===== src/rtl/rtc_shadow_pkg.sv =====
`timescale 1ns/1ps
// Package: shared indices, bit positions and field masks for the RTC
// snapshot/commit controller. Assumes 8-bit registers.
package rtc_shadow_pkg;
    localparam int IDX_CTRL = 0;
    localparam int IDX_SEC  = 1;
    localparam int IDX_DAY  = 4;

    localparam int CTL_SET_BIT    = 7;
    localparam int CTL_FREEZE_BIT = 6;

    // Time bits of each field; flag bits are excluded from mirroring.
    function automatic logic [7:0] field_mask(input int idx);
        case (idx)
            IDX_SEC: return 8'h7F;
            IDX_DAY: return 8'h07;
            default: return 8'hFF;
        endcase
    endfunction
endpackage


===== src/rtl/rtc_ctrl_reg.sv =====
`timescale 1ns/1ps
// Control register: holds the freeze and set-time bits plus the
// calibration bits, and raises a one-cycle commit strobe when the
// set-time bit is cleared. Assumes wr_en_i is already decoded for index 0.
module rtc_ctrl_reg #(
    parameter int DW = 8
) (
    input  logic          clk,
    input  logic          rst_n,
    input  logic          wr_en_i,
    input  logic [DW-1:0] wdata_i,
    output logic          freeze_o,
    output logic          set_o,
    output logic [DW-3:0] cal_o,
    output logic          commit_o
);
    import rtc_shadow_pkg::*;

    logic          freeze_q;
    logic          set_q;
    logic [DW-3:0] cal_q;
    logic          commit_q;

    // Capture control writes and detect the set-time falling edge.
    always_ff @(posedge clk) begin
        if (!rst_n) begin
            freeze_q <= 1'b0;
            set_q    <= 1'b0;
            cal_q    <= '0;
            commit_q <= 1'b0;
        end else begin
            commit_q <= 1'b0;
            if (wr_en_i) begin
                freeze_q <= wdata_i[CTL_FREEZE_BIT];
                set_q    <= wdata_i[CTL_SET_BIT];
                cal_q    <= wdata_i[DW-3:0];
                if (set_q && !wdata_i[CTL_SET_BIT])
                    commit_q <= 1'b1;
            end
        end
    end

    assign freeze_o = freeze_q;
    assign set_o    = set_q;
    assign cal_o    = cal_q;
    assign commit_o = commit_q;

    // a commit only follows a 1 -> 0 transition of the set-time bit.
    p_commit_on_clear_r5: assert property (@(posedge clk) disable iff (!rst_n)
        commit_q |-> (!set_q && $past(set_q)));
    // the commit strobe lasts a single cycle.
    p_commit_single_r5: assert property (@(posedge clk) disable iff (!rst_n)
        commit_q |=> !commit_q);
    // control contents change only on a control write.
    p_ctrl_hold_r10: assert property (@(posedge clk) disable iff (!rst_n)
        !wr_en_i |=> $stable({freeze_q, set_q, cal_q}));
endmodule


===== src/rtl/rtc_shadow_bank.sv =====
`timescale 1ns/1ps
// Shadow bank: user copy of the time fields plus the stop, frequency-test
// and century-enable flags. Fields refresh from the live counters on a
// tick unless halted, and take host writes only while staging.
// Flags are kept apart from the fields and are writable at any time.
module rtc_shadow_bank #(
    parameter int DW = 8,
    parameter int AW = 3,
    parameter int NT = 7
) (
    input  logic             clk,
    input  logic             rst_n,
    input  logic [NT*DW-1:0] live_time_i,
    input  logic             live_tick_i,
    input  logic             halt_i,
    input  logic             stage_i,
    input  logic             wr_en_i,
    input  logic [AW-1:0]    addr_i,
    input  logic [DW-1:0]    wdata_i,
    output logic [NT*DW-1:0] time_o,
    output logic             stop_o,
    output logic             ft_o,
    output logic             ceb_o
);
    import rtc_shadow_pkg::*;

    function automatic logic [NT*DW-1:0] build_mask();
        logic [NT*DW-1:0] m;
        m = '0;
        for (int i = 0; i < NT; i++)
            m[i*DW +: DW] = DW'(field_mask(i + 1));
        return m;
    endfunction
    localparam logic [NT*DW-1:0] FULL_MASK = build_mask();

    logic stop_q, ft_q, ceb_q;

    genvar g;
    generate
        for (g = 0; g < NT; g++) begin : g_field
            localparam logic [DW-1:0] MASK = DW'(field_mask(g + 1));
            logic [DW-1:0] val_q;
            // Refresh from live counters, or take a staged host write.
            always_ff @(posedge clk) begin
                if (!rst_n)
                    val_q <= '0;
                else if (live_tick_i && !halt_i)
                    val_q <= live_time_i[g*DW +: DW] & MASK;
                else if (stage_i && wr_en_i && addr_i == AW'(g + 1))
                    val_q <= wdata_i & MASK;
            end
            assign time_o[g*DW +: DW] = val_q;
        end
    endgenerate

    // Flags: written by any host write to their register, never refreshed.
    always_ff @(posedge clk) begin
        if (!rst_n) begin
            stop_q <= 1'b0;
            ft_q   <= 1'b0;
            ceb_q  <= 1'b0;
        end else if (wr_en_i) begin
            if (addr_i == AW'(IDX_SEC))
                stop_q <= wdata_i[7];
            if (addr_i == AW'(IDX_DAY)) begin
                ft_q  <= wdata_i[6];
                ceb_q <= wdata_i[5];
            end
        end
    end

    assign stop_o = stop_q;
    assign ft_o   = ft_q;
    assign ceb_o  = ceb_q;

    // an unhalted tick loads every field from the live counters.
    p_refresh_all_r1: assert property (@(posedge clk) disable iff (!rst_n)
        (live_tick_i && !halt_i) |=> (time_o == ($past(live_time_i) & FULL_MASK)));
    // while halted and not staging a write, the fields do not move.
    p_frozen_hold_r2: assert property (@(posedge clk) disable iff (!rst_n)
        (halt_i && !(stage_i && wr_en_i)) |=> $stable(time_o));
    // the stop flag changes only through a write to the seconds index.
    p_stop_by_write_r8: assert property (@(posedge clk) disable iff (!rst_n)
        !(wr_en_i && addr_i == AW'(IDX_SEC)) |=> $stable(stop_q));
endmodule


===== src/rtl/rtc_read_port.sv =====
`timescale 1ns/1ps
// Read port: assembles the register view (control, then the time fields
// with their flag bits laid over them) and registers the selected byte.
// Assumes NT + 1 register indices fit in AW bits.
module rtc_read_port #(
    parameter int DW = 8,
    parameter int AW = 3,
    parameter int NT = 7
) (
    input  logic             clk,
    input  logic             rst_n,
    input  logic             rd_en_i,
    input  logic [AW-1:0]    addr_i,
    input  logic [DW-1:0]    ctrl_i,
    input  logic [NT*DW-1:0] time_i,
    input  logic             stop_i,
    input  logic             ft_i,
    input  logic             ceb_i,
    output logic [DW-1:0]    rdata_o
);
    import rtc_shadow_pkg::*;

    logic [DW-1:0] view [NT+1];
    logic [DW-1:0] sel;
    logic [DW-1:0] rdata_q;

    assign view[IDX_CTRL] = ctrl_i;

    genvar g;
    generate
        for (g = 1; g <= NT; g++) begin : g_view
            if (g == IDX_SEC) begin : g_sec
                assign view[g] = {stop_i, time_i[(g-1)*DW +: DW-1]};
            end else if (g == IDX_DAY) begin : g_day
                assign view[g] = {1'b0, ft_i, ceb_i, time_i[(g-1)*DW +: DW-3]};
            end else begin : g_plain
                assign view[g] = time_i[(g-1)*DW +: DW];
            end
        end
    endgenerate

    // Select the addressed byte.
    always_comb begin
        sel = view[addr_i];
    end

    // Register the read data on a read access only.
    always_ff @(posedge clk) begin
        if (!rst_n)
            rdata_q <= '0;
        else if (rd_en_i)
            rdata_q <= sel;
    end

    assign rdata_o = rdata_q;

    // read data holds in cycles without a read access.
    p_rdata_hold_r11: assert property (@(posedge clk) disable iff (!rst_n)
        !rd_en_i |=> $stable(rdata_q));
endmodule


===== src/rtl/rtc_shadow_ctrl.sv =====
`timescale 1ns/1ps
// Top: RTC register snapshot and load controller. Decodes the host bus,
// ties the control register, the shadow bank and the read port together,
// and exposes the commit strobe and the oscillator enable.
// Assumes live_tick_i is a single-cycle pulse from the counter chain.
module rtc_shadow_ctrl #(
    parameter int DATA_W = 8,
    parameter int ADDR_W = 3,
    parameter int N_TIME = 7
) (
    input  logic                     clk,
    input  logic                     rst_n,
    input  logic                     bus_cs_i,
    input  logic                     bus_we_i,
    input  logic [ADDR_W-1:0]        bus_addr_i,
    input  logic [DATA_W-1:0]        bus_wdata_i,
    output logic [DATA_W-1:0]        bus_rdata_o,
    input  logic [N_TIME*DATA_W-1:0] live_time_i,
    input  logic                     live_tick_i,
    output logic                     load_stb_o,
    output logic [N_TIME*DATA_W-1:0] load_time_o,
    output logic                     osc_en_o,
    output logic                     freq_test_o,
    output logic                     century_en_o,
    output logic [DATA_W-3:0]        cal_o
);
    import rtc_shadow_pkg::*;

    localparam int CAL_W = DATA_W - 2;

    logic              wr_any, rd_any, wr_ctrl;
    logic              freeze, set_time, commit;
    logic [CAL_W-1:0]  cal;
    logic [N_TIME*DATA_W-1:0] time_fields;
    logic              stop, ft, ceb;

    // Bus decode.
    assign wr_any  = bus_cs_i && bus_we_i;
    assign rd_any  = bus_cs_i && !bus_we_i;
    assign wr_ctrl = wr_any && (bus_addr_i == ADDR_W'(IDX_CTRL));

    rtc_ctrl_reg #(.DW(DATA_W)) ctrl_i (
        .clk      (clk),
        .rst_n    (rst_n),
        .wr_en_i  (wr_ctrl),
        .wdata_i  (bus_wdata_i),
        .freeze_o (freeze),
        .set_o    (set_time),
        .cal_o    (cal),
        .commit_o (commit)
    );

    rtc_shadow_bank #(.DW(DATA_W), .AW(ADDR_W), .NT(N_TIME)) bank_i (
        .clk         (clk),
        .rst_n       (rst_n),
        .live_time_i (live_time_i),
        .live_tick_i (live_tick_i),
        .halt_i      (freeze || set_time),
        .stage_i     (set_time),
        .wr_en_i     (wr_any),
        .addr_i      (bus_addr_i),
        .wdata_i     (bus_wdata_i),
        .time_o      (time_fields),
        .stop_o      (stop),
        .ft_o        (ft),
        .ceb_o       (ceb)
    );

    rtc_read_port #(.DW(DATA_W), .AW(ADDR_W), .NT(N_TIME)) rport_i (
        .clk     (clk),
        .rst_n   (rst_n),
        .rd_en_i (rd_any),
        .addr_i  (bus_addr_i),
        .ctrl_i  ({set_time, freeze, cal}),
        .time_i  (time_fields),
        .stop_i  (stop),
        .ft_i    (ft),
        .ceb_i   (ceb),
        .rdata_o (bus_rdata_o)
    );

    assign load_stb_o   = commit;
    assign load_time_o  = time_fields;
    assign osc_en_o     = !stop;
    assign freq_test_o  = ft;
    assign century_en_o = ceb;
    assign cal_o        = cal;
endmodule


===== config.mk =====
export PLATFORM = sky130hd
export DESIGN_NAME = rtc_shadow_ctrl
export DESIGN_NICKNAME = d
export VERILOG_FILES = /design/src/rtl/rtc_shadow_pkg.sv /design/src/rtl/rtc_ctrl_reg.sv /design/src/rtl/rtc_shadow_bank.sv /design/src/rtl/rtc_read_port.sv /design/src/rtl/rtc_shadow_ctrl.sv
export SDC_FILE = /design/constraint.sdc
export NUM_CORES = 1
export LEC_CHECK = 0
export CORE_MARGIN = 5
export CORE_UTILIZATION = 44
export CTS_CLUSTER_DIAMETER = 30
export DETAILED_ROUTE_END_ITERATION = 12
export GPL_TIMING_DRIVEN = 0
export PLACE_DENSITY_LB_ADDON = 0.1
export RECOVER_POWER = 50
export SETUP_SLACK_MARGIN = 0.05
export SLEW_MARGIN = 10
export SYNTH_ARGS = -nofsm -noshare
export SYNTH_HDL_FRONTEND = slang
export SYNTH_SLANG_ARGS = --single-unit

===== constraint.sdc =====
create_clock -name clk -period 2.04 [get_ports clk]
set_input_delay 0.612 -clock clk [delete_from_list [all_inputs] [get_ports clk]]
set_output_delay 0.612 -clock clk [all_outputs]
set_load 0.02 [all_outputs]

* Word level (Yosys, flattened, before mapping)
Cells that the tools add are included.
** Word-level totals
- Flip-flop bits (word level) :: 70
- Bits in writable memories :: 0
- Output and inout bits :: 74
- Latch bits :: 0
- Input port bits :: 72
- Memories :: 0
- Bits in read-only memories :: 0
** Cells by class
- Add/sub/neg operators :: 0
- Equality and inequality tests :: 7
- Div/mod/pow operators :: 0
- $mul :: 0
- Reduce and logical (&&, ||, !) cells :: 29
- Shift operators :: 0
- Order comparisons :: 1
- Multiplexer cells :: 18
- Bitwise gates (word level) :: 1
** Operators by type and width (count)
- 8-bit 2-to-1 mux :: 12
- 8-bit binary-select mux with 3-bit select :: 1
- 7-bit 2-to-1 mux :: 2
- 2-bit nonzero test :: 7
- 1-bit logical AND :: 13
- 3-bit equality test, second input constant :: 4
- 3-bit by 2-bit equality test with 1-bit output, second input constant :: 2
- 3-bit 2-to-1 mux :: 2
- 2-bit AND reduction :: 3
- 4-bit >= comparator, second input constant :: 1
- 1-bit zero test :: 4
- 3-bit inverter with 4-bit output :: 1
- 3-bit by 1-bit equality test with 1-bit output, second input constant :: 1
- 3-bit zero test :: 1
- 1-bit logical OR :: 1
- 1-bit 2-to-1 mux :: 1

* Logic depth before layout (Yosys ltp)
Gate-level depths: netlist (run 1).
- Word-level depth :: 5
- Mapped depth :: 6
- Depth with buffers taken out :: 3

* Hierarchy
From an unflattened synthesis (run 1), not the netlist that was laid out.
** Unflattened totals
- Cell total of the unflattened synthesis :: 422
- Area total of the unflattened synthesis :: 3717.3 µm²
** By module, submodules not included
- rtc_shadow_bank :: area each 2587.5 µm², seq. area each 1061.0 µm², cells each 330, instances 1
- rtc_read_port :: area each 747.0 µm², seq. area each 160.2 µm², cells each 60, instances 1
- rtc_ctrl_reg :: area each 331.6 µm², seq. area each 180.2 µm², cells each 27, instances 1
- rtc_shadow_ctrl :: area each 51.3 µm², seq. area each 0.0 µm², cells each 5, instances 1

* Worst setup path before layout (run 1)
No wires, ideal clock.
- Path kind :: input-to-reg
- Start :: in bus_addr_i[1]
- End :: reg rport_i.rdata_q[6], in the netlist rport_i.rdata_o[6]
- Setup time :: 0.117 ns
- Stages :: 5
- Arrival :: 1.541 ns
- Slack :: 0.382 ns
- Buffers on the path :: 2
- Cell sequence :: buf_6 > buf_12 > mux4_2 > o22ai_1 > nor2_1
** On the way
- Word-level cells in the longest chain between the ends :: 4
** Ends and longest elaborated chain
- start, declared :: line rtc_shadow_ctrl.sv:15 : input logic [ADDR_W-1:0] bus_addr_i,
- 3-bit inverter with 4-bit output (implied by the code) :: line rtc_read_port.sv:44 : sel = view[addr_i];
- 8-bit binary-select mux with 3-bit select :: line rtc_read_port.sv:44
- 8-bit 2-to-1 mux (implied by the code) (2 in a row) :: line rtc_read_port.sv:44
- end signal, assigned :: line rtc_read_port.sv:52 : rdata_q <= sel;
- end, declared :: line rtc_read_port.sv:25 : logic [DW-1:0] rdata_q;
Every way passes these cells. The select of a mux whose other input is x is not followed.
A chain may end at the register's enable or synchronous reset.

* Worst setup path in the final report (run 1)
- Start :: reg bank_i.g_field[6].val_q[5]
- End :: out load_time_o[53]
** RTL lines
- start, declared :: line rtc_shadow_bank.sv:42 : logic [DW-1:0] val_q;
- start signal, assigned :: line rtc_shadow_bank.sv:48 : val_q <= live_time_i[g*DW +: DW] & MASK;
- start signal, assigned :: line rtc_shadow_bank.sv:50 : val_q <= wdata_i & MASK;
- end, declared :: line rtc_shadow_ctrl.sv:21 : output logic [N_TIME*DATA_W-1:0] load_time_o,
No word-level cell between the ends.

==> flow_results.org, run 1 <==
** Run status
- The flow ran to the end, and the final reports show no timing, DRC or antenna violations.

** Yosys
- Measured against the total synthesized area, the mux share comes to 0.0905.
- Post-Synthesis Cell Area :: 3690 um2
- Post-synthesis sequential element count :: 70
- Of the total synthesized cell area, the portion taken by AND, OR, NAND and NOR gates is 0.102.
- Of the post-synthesis cell area, the dominant cell type holds 0.380.
- The Yosys step of the flow raised 0 warnings.
- Portion of the post-synthesis area used by sequential elements :: 0.380
- In this run, distinct cell masters in the synthesized netlist total 41.
- Area leader, netlist :: sky130_fd_sc_hd__dfxtp_1
- Of the total synthesized cell area, the portion taken by full adders, half adders and majority gates is 0.
- Cells after Synth :: 433
- Synth top area cells :: sky130_fd_sc_hd__dfxtp_1 (38%), sky130_fd_sc_hd__o21ai_0 (15%), sky130_fd_sc_hd__a31oi_1 (8.5%)
- Synth Area in XOR/XNOR :: 0
- A synthesized cell averages 8.52 um2.
- The area fraction in compound gates after synthesis is 0.324.
- Combinational family with the most area after synthesis :: compound AO/OA/AOI/OAI gates

** Critical path
- Critical path, cell by cell :: clkdlybuf4s50_1
- Register-to-Register Setup Slack :: 0.42 ns
- The startpoint identified for the worst register-to-register timing path is ctrl_i.set_o.
- Maximum fanout encountered on the critical timing path :: 3
- Nature of the critical path startpoint :: register
- In this run the number of cells on the critical path is 1.
- In this run the worst setup path terminates at load_time_o[53].
- The worst register-to-register path ends at bank_i.g_field[4].val_q[6].
- Together, buffers and inverters on the worst path number 1.
- Worst setup EP type :: primary output
- The slowest stage of the critical path is the sky130_fd_sc_hd__clkdlybuf4s50_1 cell.
- Setup crit start :: bank_i.g_field[6].val_q[5]
- For this run, the slowest stage of the critical path takes 0.63 ns.
- Broken down by cell family, the worst path's largest delay share belongs to buffers and inverters.
- Worst reg2reg path depth :: 4
- Data on the critical path arrives at its endpoint at 1.36 ns.
- Crit Path Category :: reg -> out
- At the worst endpoint, the required time is 1.43 ns.

** Clocking
- The clock drives 70 sinks.
- The root buffer cell chosen for the clock tree is sky130_fd_sc_hd__clkbuf_8.
- Clock-pin slew was measured on the worst setup and hold paths at 0.08 ns.
- Clock tree synthesis inserted a total of 9 buffers.
- The H-tree was split into 3 levels.
- The number of hold buffers added after CTS was 0.
- TritonCTS clock tree :: built
- Clk_lat worst skew :: 0.35 ns
- Maximum clock path buffer count :: 2

** Die
- The initial utilization of the core area, before any placement, comes to 0.451.
- For this design the top-level I/O count stands at 146.
- Horizontal die dimension :: 102 um
- Cell Rows :: 33
- Die outline height :: 102 um
- The region available for standard cell placement spans 8180 um2.
- Full die area :: 10,300 um2

** Global routing
- The first global-routing pass estimated 21.7 mm of wire.
- Vias in the first global route :: 3,961
- For this run the aggregate overflow at the end of global routing stands at 0.
- Gr usage total :: 0.280
- The number of antenna violations at the first check in global routing came to 0.
- Pin count of the biggest net entering global routing :: 13

** Route
- For this run, the detailed router's first-pass iteration total came to 4.
- Per-cell via count in the routed design :: 6.11
- DR vias :: 4,197
- In the routed design, unresolved DRC markers number 0.
- Wire length after detailed routing :: 14.8 mm
- The detailed router finished its first iteration with 374 violations.
- Post-route ant nets :: 0
- DR WL/cell :: 21.5 um

** Timing
- The max-slew violation count came to 0.
- Final critical-path required period :: 1.97 ns
- Peak clock frequency supported by timing :: 0.507 GHz
- Pin slew with the least headroom to its limit :: 0.551 ns
- The total count of hold-check failures in the final report was 0.
- On the final layout, the worst clock skew is 0.0106 ns.
- Setup violations remaining at the end of the flow were counted as 0.
- Dividing the final minimum period by the clock period gives 0.966.
- The tightest hold path in the finished design has a slack of 0.487 ns.
- Setup repair after global routing could not meet its margin everywhere.
- Headroom to the max-slew limit came out at 0.633.
- Adding up every negative setup slack in the final design gives 0 ns.

** Cells and area
- The finished cells cover 5120 um2.
- Counting the fill cells in the layout gives 779.
- Antenna diode count :: 0
- The area growth from synthesis to layout is 38.7%.
- Fin util :: 0.626
- In the final layout, the share of cells above drive strength 1 is 0.127.
- After the last flow step, the layout net total stands at 649.

** Power and ir drop
- Power density over the cells :: 677 nW/um2
- Leakage power figure :: 1.83 nW
- Largest vdd supply drop :: 0.339 mV

** Min path
- The min-delay analysis places its worst path in the category reg -> reg.
- The worst hold path passes through 2 cells.

** Placement
- Once placement finished, the instance area stood at 5090 um2.
- Final GP Congestion :: 0.988
- Number of port buffers :: 125
- The HPWL after detailed placement is 11.1 mm.

** Run
- Number of max-capacitance violations reported :: 0
[cells in the final DEF, fill, tap and decap left out, types with 3 or more instances in the layout]
cell type / instances
sky130_fd_sc_hd__inv_1: 3
sky130_fd_sc_hd__conb_1: 6
sky130_fd_sc_hd__a31oi_1: 50
sky130_fd_sc_hd__nand3_1: 29
sky130_fd_sc_hd__a221oi_1: 3
sky130_fd_sc_hd__mux4_2: 11
sky130_fd_sc_hd__o22ai_1: 5
sky130_fd_sc_hd__nor2_1: 8
sky130_fd_sc_hd__clkbuf_1: 52
sky130_fd_sc_hd__clkbuf_8: 10
sky130_fd_sc_hd__dlygate4sd2_1: 6
sky130_fd_sc_hd__o32ai_1: 3
sky130_fd_sc_hd__nand2_1: 6
sky130_fd_sc_hd__clkdlybuf4s50_1: 88
sky130_fd_sc_hd__buf_2: 13
sky130_fd_sc_hd__dfxtp_1: 70
sky130_fd_sc_hd__mux2_2: 3
sky130_fd_sc_hd__clkbuf_2: 6
sky130_fd_sc_hd__a21oi_1: 43
sky130_fd_sc_hd__o21ai_0: 113
sky130_fd_sc_hd__buf_6: 7
sky130_fd_sc_hd__buf_4: 15
[worst min path at each step]
stage                          startpoint                    endpoint
6_report               rport_i.rdata_o[4]          rport_i.rdata_o[4]
3_3_place_gp           rport_i.rdata_o[7]          rport_i.rdata_o[7]
4_1_cts                rport_i.rdata_o[4]          rport_i.rdata_o[4]
2_1_floorplan             ctrl_i.freeze_o             ctrl_i.freeze_o
5_1_grt        bank_i.g_field[2].val_q[1]  bank_i.g_field[2].val_q[1]
3_5_place_dp           rport_i.rdata_o[4]          rport_i.rdata_o[4]
[state kept, by name, indices dropped and copies added, names as in the netlist]
| signal | cells |
|---|---|
| bank_i.ceb_o | 1 |
| bank_i.ft_o | 1 |
| bank_i.g_field.val_q | 50 |
| bank_i.stop_o | 1 |
| ctrl_i.cal_o | 6 |
| ctrl_i.commit_o | 1 |
| ctrl_i.freeze_o | 1 |
| ctrl_i.set_o | 1 |
| rport_i.rdata_o | 8 |
[report_power, final]
group	total, mW	switching [mW]	internal, mW
combinational	0.780	0.428	0.352
clock	1.15	0.552	0.599
sequential	1.53	0.0805	1.45
[stage by stage]
step	instances	worst slack [ns]	total power [mW]
after detailed placement	668	-0.282	2.38
after global routing	687	0.0255	3.59
after global placement	668	-0.273	2.37
after CTS	684	0.0506	3.50
final	687	0.0694	3.46
after floorplan	438	0.382	1.96
[layer usage]
metal	track usage	vias to the layer above	routed length, um
met3	0.0599	35	1590
met1	0.396	2000	6110
met2	0.412	243	6590
met5	0	-	0
met4	0.119	0	488
li1	-	1919	-
[area by class of cell]
type,count,area (um2),share of cell area
Tap cell,105,131,0.0257
Multi-Input combinational cell,304,1930,0.377
Clock inverter,5,58.8,0.0115
Timing Repair Buffer,128,1080,0.211
Sequential cell,70,1400,0.274
Clock buffer,11,141,0.0276
Buffer,61,367,0.0716
Inverter,3,11.3,0.00220
[worst register-to-register path, stage by stage, from the launching register on]
cell                       delay [ns]
sky130_fd_sc_hd__dfxtp_1         0.53
sky130_fd_sc_hd__nand2_1         0.31
sky130_fd_sc_hd__clkbuf_1        0.32
sky130_fd_sc_hd__o21ai_0         0.25
sky130_fd_sc_hd__a31oi_1         0.11
[synth_stat cells, drive strengths merged]
library cell and n:
a21o 1, a21oi 43, a221oi 3, a31oi 50, and2 1, and2b 1, and4 1, and4b 2
and4bb 1, buf 37, clkbuf 24, conb 1, dfxtp 70, inv 3, mux2 3, mux4 13
nand2 6, nand2b 1, nand3 29, nand3b 1, nand4 1, nand4b 2, nand4bb 1, nor2 8
nor2b 2, nor3b 1, nor4 1, nor4bb 1, o21ai 115, o22ai 5, o32ai 3, or3b 2
[logic make-up (layout without fill, tap and decap cells)]
logic type / count (synthesis) / after routing
AOI/OAI and AO/OA: 220 / 220
buffers and inverters: 64 / 208
DFF: 70 / 70
muxes: 16 / 16
other: 1 / 6
and+or+nand+nor: 62 / 62
[timing repair]
action	4_1_cts	5_1_grt
setup endpoints to repair	6	51
pin swaps	0	2
buffers inserted	0	3
gates resized for setup	6	33
(Power assumes the default switching activity.)
==> run 2, diff against run 1 <==
Settings changed: CTS_BUF_LIST from default to sky130_fd_sc_hd__clkbuf_8 sky130_fd_sc_hd__clkbuf_16, GPL_TIMING_DRIVEN 0 to 1, HOLD_SLACK_MARGIN from default to 0.02.
==> flow_results.org, run 2 (synthesized netlist as in run 1, its figures left out) <==
** Critical path
- Data required time of the critical path :: 1.43 ns (about the same)
- The maximum fanout encountered on the critical timing path came to 3 (unchanged).
- Crit Path Category :: reg -> out (unchanged)
- Critical path, cell by cell: clkdlybuf4s50_1 (unchanged).
- Worst path top cell family by delay :: buffers and inverters (unchanged)
- The critical path capture point type is a primary output (unchanged).
- Register-to-Register Setup Slack :: 0.44 ns (was 0.42 ns)
- Reg2Reg Capture Point :: bank_i.g_field[6].val_q[4] (was bank_i.g_field[4].val_q[6])
- Critical-path top delay cell :: sky130_fd_sc_hd__clkdlybuf4s50_1 (unchanged)
- The delay contributed by the slowest stage of the critical path is 0.63 ns (about the same).
- The combined buffer and inverter count along the critical path came to 1 (unchanged).
- The logic depth of the worst register-to-register path came to 4 (unchanged).
- The launching element type of the critical path was a register (unchanged).
- The signal arrival time at the worst endpoint was 1.36 ns (about the same).
- Crit Reg-Reg Startpoint :: ctrl_i.set_o (unchanged)

** Cells and area
- Most used cells in the layout excluding fill and tap cells: sky130_fd_sc_hd__o21ai_0 (114), sky130_fd_sc_hd__clkdlybuf4s50_1 (95), sky130_fd_sc_hd__dfxtp_1 (70) (was sky130_fd_sc_hd__o21ai_0 (113), sky130_fd_sc_hd__clkdlybuf4s50_1 (88), sky130_fd_sc_hd__dfxtp_1 (70)).
- The signed area change from the synthesized netlist to the final layout came to 42.5% (was 38.7%).
- The count of fill cells added during filler insertion came to 721 (was 779).
- Number of flip-flops under the largest register name :: 50 (unchanged)
- The count of non-filler cells in the finished layout came to 670 (was 687).
- The top register by number of flip-flops is bank_i.g_field.val_q (unchanged).
- Ratio of cells with drive above 1 in the final layout :: 0.126 (was 0.127)
- The most frequent standard cell in the layout excluding fill and tap cells is sky130_fd_sc_hd__o21ai_0 (unchanged).
- The area of all placed cells without fillers is 5260 um2 (was 5120 um2).
- The final net count is 632 (was 649).
- The antenna diode count came to 0 (unchanged).
- Fin util :: 0.644 (was 0.626)

** Global routing
- The number of antenna violations at the first check in global routing was 0 (unchanged).
- Vias in the first global route :: 3,907 (was 3,961)
- Global-route wire length before repair :: 21.2 mm (was 21.7 mm)
- GR met2 Demand/Resource :: 0.391 (was 0.412)
- The most heavily used metal layer in global routing is met2 (unchanged).
- The met1 layer usage reported by global route came to 0.375 (was 0.396).
- The global routing usage summed across all routing layers came to 0.266 (was 0.280).
- The maximum number of pins on one net before global-route repair is 48 (was 13).
- Routing usage on met3 :: 0.0751 (was 0.0599)
- Remaining global-route overflow :: 0 (unchanged)

** Min path
- Terminating pin of the worst hold path :: rport_i.rdata_o[3] (was rport_i.rdata_o[4])
- Depth of the worst hold-timing path :: 2 (unchanged)
- The critical hold path startpoint is rport_i.rdata_o[3] (was rport_i.rdata_o[4]).
- The worst min-delay path category is reg -> reg (unchanged).

** Timing
- The setup TNS is 0 ns (unchanged).
- The total count of hold-check failures in the final report is 0 (unchanged).
- The max-slew violation count came to 0 (unchanged).
- Unrepaired setup endpoints after global routing: false (was true).
- Max transition margin :: 0.633 (about the same)
- The slew at the pin closest to its max-slew limit is 0.549 ns (was 0.551 ns).
- The post-route clock period utilization came to 0.968 (was 0.966).
- The setup-violating endpoint count in the final report came to 0 (unchanged).
- The final critical path time including I/O delays and setup is 1.98 ns (was 1.97 ns).
- The achievable clock frequency was 0.506 GHz (was 0.507 GHz).
- Worst Hold Margin :: 0.485 ns (was 0.487 ns)
- The final clock skew was 0.00709 ns (was 0.0106 ns).
- Final critical-path setup slack :: 0.0645 ns (was 0.0694 ns)

** Placement
- The number of placed instances, taps included is 654 (was 668).
- The final weighted congestion in routability-driven placement came to 0.870 (was 0.988).
- The placed standard-cell area is 5220 um2 (was 5090 um2).
- Number of port buffers :: 133 (was 125)
- Placement-stage worst setup slack :: -0.232 ns (was -0.282 ns)
- Placed wire-length estimate after detailed placement :: 9.95 mm (was 11.1 mm)

** Clocking
- Number of buffers inserted during clock tree synthesis :: 9 (unchanged)
- The TritonCTS clock tree is built (unchanged).
- Hold bufs inserted after CTS :: 0 (unchanged)
- Root buffer cell :: sky130_fd_sc_hd__clkbuf_8 (unchanged)
- The maximum buffer depth of the clock tree is 2 (unchanged).
- The register clock-pin slew on the reported worst setup and hold paths was 0.08 ns (about the same).
- The number of H-tree levels was 3 (unchanged).
- The number of sinks on the clock net is 70 (unchanged).
- The clock latency on the worst-skew pair is 0.35 ns (about the same).

** Die
- The initial core utilization was 0.451 (unchanged).
- The die span in x is 102 um (unchanged).
- The vertical extent of the die was 102 um (unchanged).
- Io pins :: 146 (unchanged)
- Cell Rows :: 33 (unchanged)
- The core area came to 8180 um2 (unchanged).
- The die area came to 10,300 um2 (unchanged).

** Power and ir drop
- The static leakage power came to 1.90 nW (was 1.83 nW).
- The total power per unit cell area came to 706 nW/um2 (was 677 nW/um2).
- Overall power :: 3.72 mW (was 3.46 mW)
- The worst IR drop on VDD came to 0.462 mV (was 0.339 mV).

** Run status
- Status :: complete, no violations (unchanged)

** Route
- The iteration-0 DRC count of the detailed router came to 421 (was 374).
- The total vias in the final route came to 4,177 (was 4,197).
- The average wire per standard cell is 20.6 um (was 21.5 um).
- Per-cell via count in the routed design :: 6.23 (was 6.11)
- Residual DRC count :: 0 (unchanged)
- Post-route ant nets :: 0 (unchanged)
- Number of iterations in the first detailed-routing pass :: 5 (was 4)
- The final wirelength was 13.8 mm (was 14.8 mm).

** Run
- Number of max-capacitance violations reported :: 0 (unchanged)
-- run 2: cell types whose count changed in the layout (fill, tap and decap cells not counted), sizes merged --
cell | previous run | this run
dlygate4sd2 | 6 | 12
clkdlybuf4s50 | 88 | 95
clkinv | 2 | 3
clkbuf | 68 | 38
clkinvlp | 2 | 0
buf | 37 | 36
bufinv | 1 | 3
-- run 2: timing repair --
| item | CTS | global route |
|---|---|---|
| resized for setup | 12 | 25 |
| setup endpoints to repair | 12 | 25 |
| buffers inserted | 0 | 0 |
-- run 2: worst max path at each step --
| stage | startpoint | endpoint | slack [ns] | cells after the start |
|---|---|---|---|---|
| CTS | bank_i.g_field[1].val_q[0] | load_time_o[8] | 0.05 | 1 |
| detailed placement | bus_addr_i[1] | rport_i.rdata_o[3] | -0.23 | 5 |
| global placement | bus_addr_i[1] | rport_i.rdata_o[3] | -0.24 | 5 |
| global route | live_tick_i | bank_i.g_field[4].val_q[2] | 0.04 | 5 |
| finish | bank_i.g_field[2].val_q[0] | load_time_o[16] | 0.06 | 1 |
| floorplan | bus_addr_i[1] | rport_i.rdata_o[6] | 0.38 | 5 |
-- run 2: area by class of cell --
type / count / area, um2 / area share
clock inverters: 6 / 109 / 0.0207
inverters: 3 / 11.3 / 0.00214
well taps: 105 / 131 / 0.0250
repair buffers: 172 / 1540 / 0.293
flip-flops and latches: 70 / 1400 / 0.266
multi-input cells: 304 / 1930 / 0.366
clock buffers: 10 / 138 / 0.0262
-- run 2: worst reg2reg max path, delay by kind of cell, from the launching register on --
family | cells | cell delay, ns
simple gates | 1 | 0.42
flops | 1 | 0.42
buf+inv | 1 | 0.27
compound gates | 2 | 0.37
-- run 2: report_power, final --
part | internal, mW | total, mW | switching, mW
Clock | 0.843 | 1.40 | 0.558
Combinational | 0.370 | 0.784 | 0.414
Sequential | 1.45 | 1.53 | 0.0786
-- run 2: layer usage --
layer	part of all wire	wire length (um)
met5	0	0
met1	0.41	5620
met4	0.024	330
met3	0.11	1580
met2	0.46	6290
